<file path="src/rtl/pcpu_timer.sv">
module pcpu_timer #(
  parameter int DW        = 32,
  parameter int FRAC_BITS = 9
) (
  input  logic          clk,
  input  logic          rst_n,
  input  logic          tick,
  input  logic          user_mode,
  input  logic          wr_en,
  input  logic          rd_en,
  input  logic [1:0]    addr,
  input  logic [DW-1:0] wdata,
  output logic [DW-1:0] rdata,
  output logic          irq
);
  localparam int CP = DW - 1 - FRAC_BITS;
  localparam int UP = 2 * DW - 1 - FRAC_BITS;
  localparam int HI = DW - FRAC_BITS;
  localparam logic [UP-1:0] ONE = {{(UP-1){1'b0}}, 1'b1};

  logic          mode_q, run_q, reached_q, irq_q;
  logic [CP-1:0] lim_q;
  logic [UP-1:0] cnt_q;

  wire           mode_chg = user_mode != mode_q;
  wire           wr       = wr_en && !mode_chg;
  wire           rd       = rd_en && !mode_chg;
  wire [UP-1:0]  cnt_inc  = cnt_q + ONE;
  wire [CP-1:0]  lim_end  = (lim_q == '0) ? {CP{1'b1}} : lim_q;
  wire           ctr_hit  = cnt_inc[CP-1:0] >= lim_end;
  wire           usr_hit  = &cnt_inc;
  wire           lim_set  = lim_q != '0;
  wire           unused_wbits = ^wdata[FRAC_BITS-1:1];

  always_ff @(posedge clk) begin
    if (!rst_n) begin
      mode_q    <= 1'b0;
      run_q     <= 1'b1;
      reached_q <= 1'b0;
      irq_q     <= 1'b0;
      lim_q     <= '0;
      cnt_q     <= '0;
    end else if (mode_chg) begin
      mode_q    <= user_mode;
      run_q     <= !user_mode;
      reached_q <= 1'b0;
      irq_q     <= 1'b0;
      lim_q     <= '0;
      cnt_q     <= '0;
    end else if (mode_q) begin
      if (wr && addr == 2'd0) begin
        cnt_q[UP-1:HI] <= wdata[DW-2:0];
        reached_q      <= 1'b0;
      end else if (wr && addr == 2'd1) begin
        cnt_q[HI-1:0]  <= wdata[DW-1:FRAC_BITS];
        reached_q      <= 1'b0;
      end else if (tick && run_q) begin
        if (usr_hit) begin
          cnt_q     <= '0;
          reached_q <= 1'b1;
        end else begin
          cnt_q     <= cnt_inc;
        end
      end
      if (wr && addr == 2'd3)
        run_q <= wdata[0];
    end else begin
      if (wr && addr == 2'd0) begin
        lim_q <= wdata[DW-2:FRAC_BITS];
        cnt_q <= '0;
        irq_q <= 1'b0;
      end else begin
        if (rd && addr == 2'd0) begin
          reached_q <= 1'b0;
          irq_q     <= 1'b0;
        end
        if (wr && addr == 2'd2)
          lim_q <= wdata[DW-2:FRAC_BITS];
        if (tick) begin
          if (ctr_hit) begin
            cnt_q <= '0;
            if (lim_set) begin
              reached_q <= 1'b1;
              irq_q     <= 1'b1;
            end
          end else begin
            cnt_q <= cnt_inc;
          end
        end
      end
    end
  end

  always_comb begin
    case (addr)
      2'd0: rdata = mode_q ? {reached_q, cnt_q[UP-1:HI]}
                           : {1'b0, lim_q, {FRAC_BITS{1'b0}}};
      2'd1: rdata = mode_q ? {cnt_q[HI-1:0], {FRAC_BITS{1'b0}}}
                           : {reached_q, cnt_q[CP-1:0], {FRAC_BITS{1'b0}}};
      2'd3: rdata = {{(DW-1){1'b0}}, run_q};
      default: rdata = '0;
    endcase
  end

  assign irq = irq_q;
endmodule

</file>
<file path="config.mk">
export PLATFORM = sky130hd
export DESIGN_NAME = pcpu_timer
export DESIGN_NICKNAME = d
export VERILOG_FILES = /design/src/rtl/pcpu_timer.sv
export SDC_FILE = /design/constraint.sdc
export NUM_CORES = 1
export LEC_CHECK = 0
export BUFFER_PORTS_ARGS = -buffer_cell sky130_fd_sc_hd__buf_2
export CAP_MARGIN = 20
export CORE_AREA = 2 2 103 155
export DETAILED_ROUTE_END_ITERATION = 12
export DIE_AREA = 0 0 105 157
export GPL_ROUTABILITY_DRIVEN = 0
export GPL_TIMING_DRIVEN = 0
export PLACE_DENSITY = 0.59
export SETUP_SLACK_MARGIN = 0.5
export SYNTH_ARGS = -nofsm -noshare
export SYNTH_HDL_FRONTEND = slang
export SYNTH_SLANG_ARGS = --single-unit
</file>
<file path="constraint.sdc">
create_clock -name clk -period 10.9 [get_ports clk]
set_input_delay 2.18 -clock clk [delete_from_list [all_inputs] [get_ports clk]]
set_output_delay 2.18 -clock clk [all_outputs]
set_load 0.01 [all_outputs]
</file>
# Word-level counts from Yosys, hierarchy flattened
# Index checks and enable logic that the tools add are counted.
[word_totals]
ff_bits = 80
inputBits = 40
output_inout_bits = 33
word_cells = 80
[op_classes]
add_sub_neg = 1
n_lt_le_gt_ge = 1
n_eq_ne = 11
muxes = 34
bitwise_logic = 2
reduce_logical = 24
[ops]
columns = ["operator", "count"]
rows = [
  ["54-bit 2-to-1 mux", 6],
  ["32-bit case mux with 3 select lines", 1],
  ["22-bit 2-to-1 mux", 3],
  ["32-bit 2-to-1 mux", 2],
  ["31-bit 2-to-1 mux", 2],
  ["54-bit by 1-bit adder with 54-bit output (second input constant)", 1],
  ["54-bit AND reduction", 1],
  ["23-bit 2-to-1 mux", 2],
  ["22-bit >= comparator", 1],
  ["22-bit zero test", 1],
  ["22-bit nonzero test", 1],
  ["1-bit 2-to-1 mux", 18],
  ["3-bit AND reduction", 3],
  ["1-bit logical AND", 8],
  ["4-bit by 1-bit != test with 1-bit output (second input constant)", 2],
  ["3-bit by 1-bit != test with 1-bit output (second input constant)", 2],
  ["2-bit nonzero test", 3],
  ["2-bit == test (second input constant)", 2],
  ["2-bit != test (second input constant)", 2],
  ["2-bit AND reduction", 2],
  ["3-bit != test (second input constant)", 1],
  ["3-bit nonzero test", 1],
  ["2-bit by 1-bit == test with 1-bit output (second input constant)", 1],
  ["1-bit zero test", 2],
  ["4 further kinds", 5],
]

# Longest topological paths before layout
[depth]
depth_word = 10
ltp_mapped = 20
ltp_nobuf = 16

# Least setup slack after synthesis
# OpenSTA, ideal clock, no wires.
[synth_path]
kind = "input-to-output"
from = "in addr[0]"
to = "out rdata[28]"
arrival_ps = 3303
t_required_ps = 8720
slack_ps = 5417
cell_stages = 5
n_path_buf = 3
path_cell_list = "clkbuf_1 > buf_1 > clkbuf_1 > a21oi_1 > nor2_1"
[synth_via]
elab_chain_len = 2
word_cells_on_any_way = 4
cone_classes = "2 x eq/ne; 1 x mux; 1 x reduce/logical"
[synth_rtl]
columns = ["item", "line", "rtl"]
rows = [
  ["start, declared", "11", "input logic [1:0] addr,"],
  ["2-bit == test (tied with other cells)", "95", "case (addr)"],
  ["32-bit case mux with 3 select lines *", "95", ""],
  ["end, declared", "13", "output logic [DW-1:0] rdata,"],
]
# Every way passes the cells marked *; elsewhere a longest branch is shown, timed or not.

# Worst setup path in the final report
[layout_path]
from = "in addr[0]"
to = "out rdata[18]"
# The elaborated chain is that of the path after synthesis.

==> run_results.csv <==
group,metric,value,unit
cts,cts_tree,"yes",
power,power_density,110,mW/mm2
cts,cts.sinks,80,
cts,cts_root_buf,"clkbuf_16",
route,wl_met1,11300,um
route,wl_met2,14400,um
logic_synthesis,synth_edf_count,0,
sta,rsz0062_at_grt,"false",
sta,slew_viol_final,0,
logic_synthesis,syn_nets,1006,
power,p_total,0.845,mW
power,cellInternalPower,0.562,mW
sta,setup_slack,4.46,ns
global_routing,grt_pass1_wl,45200,um
sta,relSlewSlack,26.7,%
finish,area_delta_synth_final,13.7,%
cts,cts_resized,0,
floorplan,die_y,157,um
finish,design_area,0.00766,mm2
worst_setup_path,arrival,4.26,ns
logic_synthesis,ys.flop_type,"dfxtp_1",
worst_setup_path,crit_path_end_kind,"output port",
cts,clock_path_buffers,2,
floorplan,io_pins,73,
power,seq_power_share,36.8,%
floorplan,die-area,0.0165,mm2
finish,final_cells,1226,
global_routing,first_global_vias,7478,
power,p_sw,0.282,mW
route,totalWireLength,30200,um
hold_path,min_path_type,"reg -> reg",
global_routing,grt_start_max_net_pins,13,
global_routing,grt-ovfl-total,0,
power,p_comb_share,24.2,%
route,vias,8054,
global_routing,antenna_found_initial,1,
logic_synthesis,yosysTopAreaCell,"dfxtp_1",
worst_setup_path,critPathRequiredTime,8.72,ns
route,top_layer_used,"met5",
placement,io_buffers,71,
worst_setup_path,crit_fanout,10,
cts,h-tree-depth,3,
power,ir_worst_vdd,0.0587,mV
cts,clk_pin_slew,0.06,ns
cts,cts_setup_buffers,0,
placement,postPlaceCellArea,0.00737,mm2
logic_synthesis,synthCells,941,
sta,clock_skew,0.00690,ns
floorplan,coreArea,0.0150,mm2
route,initialDrtViolationCount,740,
placement,place_inst,1213,
logic_synthesis,syn_area_per_cell,7.17,um2
sta,tightest_slew,1.09,ns
logic_synthesis,yosysWarnings,0,
power,power.leakage,2.72,nW
route,drcViolationCount,0,
sta,fmax,0.155,GHz
worst_setup_path,cp-start-kind,"input port",
placement,hpwlAfterDp,23100,um
run,cap_viol_max_count,0,
power,sw_frac_of_total,33.4,%
sta,hold_viol,0,
logic_synthesis,synth_cell_types,69,
logic_synthesis,synth_most_common_cell,"nor2_1",
logic_synthesis,yosysTopAreaCellShare,23.8,%
sta,fin_crit,6.44,ns
power,p_clk_share,39.1,%
logic_synthesis,yosys-top-cells-count,"nor2_1, nand2_1, a21oi_1",
floorplan,chipWidth,105,um
finish,drive_above_1_share,14.1,%
cts,ctsHoldBuffers,0,
logic_synthesis,synth_area_leaders,"dfxtp_1, nor2_1, a21oi_1",
logic_synthesis,synth-seq-area-share,23.8,%
cts,numCtsBuffers,9,
logic_synthesis,yosys_register_bits,80,
route,dr_wl_met3,2380,um
worst_setup_path,crit_type,"in -> out",
global_routing,track_usage,36.5,%
logic_synthesis,ys_async_sr_fraction,0,%
sta,hold_ws,0.501,ns
cts,clock_latency,0.35,ns
sta,fin_crit_sh,59.1,%
route,viasPerCell,6.57,
sta,fin_setup_tns,0,ns
finish,post-route-util,51.1,%
route,drtPass1Iterations,6,
logic_synthesis,netlist_area,0.00674,mm2
finish,antenna_cells,0,
sta,setup_viol,0,
route,wl_per_cell,24.7,um
finish,fin_nets,1090,
route,postRouteAntennaNets,0,
run_status,status,"finished, final reports clean",
floorplan,fp-row-count,55,
placement,dp_slack,4.54,ns
floorplan,start_util,44.9,%
-- cell type report --
| cell class | instances | area (um2) |
|---|---|---|
| tap | 199 | 249 |
| timing repair buffer | 73 | 368 |
| sequential | 80 | 1600 |
| clock buffer | 9 | 225 |
| buffer | 85 | 375 |
| multi-input combinational | 762 | 4720 |
| clock inverter | 4 | 72.6 |
| inverter | 14 | 52.6 |
| fill | 1631 | 7340 |
-- metal layers --
metal,GRT usage [%],vias to the layer above
met1,42.8,3797
met4,23.7,2
met2,61.8,479
met5,0,-
li1,-,3660
met3,5.55,116
-- path summary, 6_finish.rpt --
path,depth (start not counted),from,slack [ns],to
max,7,addr[0],4.46,rdata[18]
min,2,lim_q[4],0.50,lim_q[4]
max reg2reg,17,cnt_q[1],5.40,cnt_q[25]
min reg2reg,2,lim_q[4],0.50,lim_q[4]
-- flip-flops by register name, summed over array words and instances, names as in the netlist --
| register | count |
|---|---|
| irq | 1 |
| reached_q | 1 |
| mode_q | 1 |
| run_q | 1 |
| lim_q | 22 |
| cnt_q | 54 |
-- cell usage in the layout (no fill, tap or decap), types with 9 or more instances in the layout --
| cell | instances |
|---|---|
| a21oi_1 | 81 |
| a221oi_2 | 15 |
| a22oi_1 | 16 |
| a31oi_1 | 16 |
| and2_1 | 11 |
| and3_1 | 11 |
| buf_2 | 88 |
| clkbuf_1 | 54 |
| clkbuf_16 | 9 |
| dfxtp_1 | 80 |
| ha_1 | 25 |
| inv_1 | 14 |
| mux2i_1 | 21 |
| nand2_1 | 103 |
| nand2b_1 | 10 |
| nand3_1 | 48 |
| nand4_1 | 31 |
| nor2_1 | 112 |
| nor3_1 | 25 |
| nor4_1 | 30 |
| o21ai_0 | 37 |
| or3_1 | 16 |
| or4_1 | 11 |
| xnor2_1 | 18 |
| xor2_1 | 11 |
-- critical path, cell delays in order --
cell and delay (ns):
buf_2 0.11, clkbuf_1 0.40, buf_1 0.48, clkbuf_1 0.61, a21oi_1 0.15, nor2_1 0.17, buf_2 0.17
-- cells by family after synthesis --
kind of cell             Yosys count  share of synthesized area, %
AO/OA/AOI/OAI                    237                          24.3
flip-flops                        80                          23.8
adder cells (fa/ha/maj)           25                          4.64
XOR/XNOR                          30                          4.01
buffers and inverters             99                          6.35
multiplexers                      22                          3.34
AND/OR/NAND/NOR                  448                          33.6
-- power by group through the flow --
| stage | Combinational, mW | Sequential [mW] | Clock [mW] |
|---|---|---|---|
| 6_report | 0.204 | 0.311 | 0.330 |
| 2_1_floorplan | 0.129 | 0.313 | 0 |
| 3_5_place_dp | 0.199 | 0.317 | 0 |
| 3_3_place_gp | 0.197 | 0.317 | 0 |
| 4_1_cts | 0.200 | 0.310 | 0.333 |
| 5_1_grt | 0.222 | 0.311 | 0.343 |
Power figures use the tool's default switching activity.
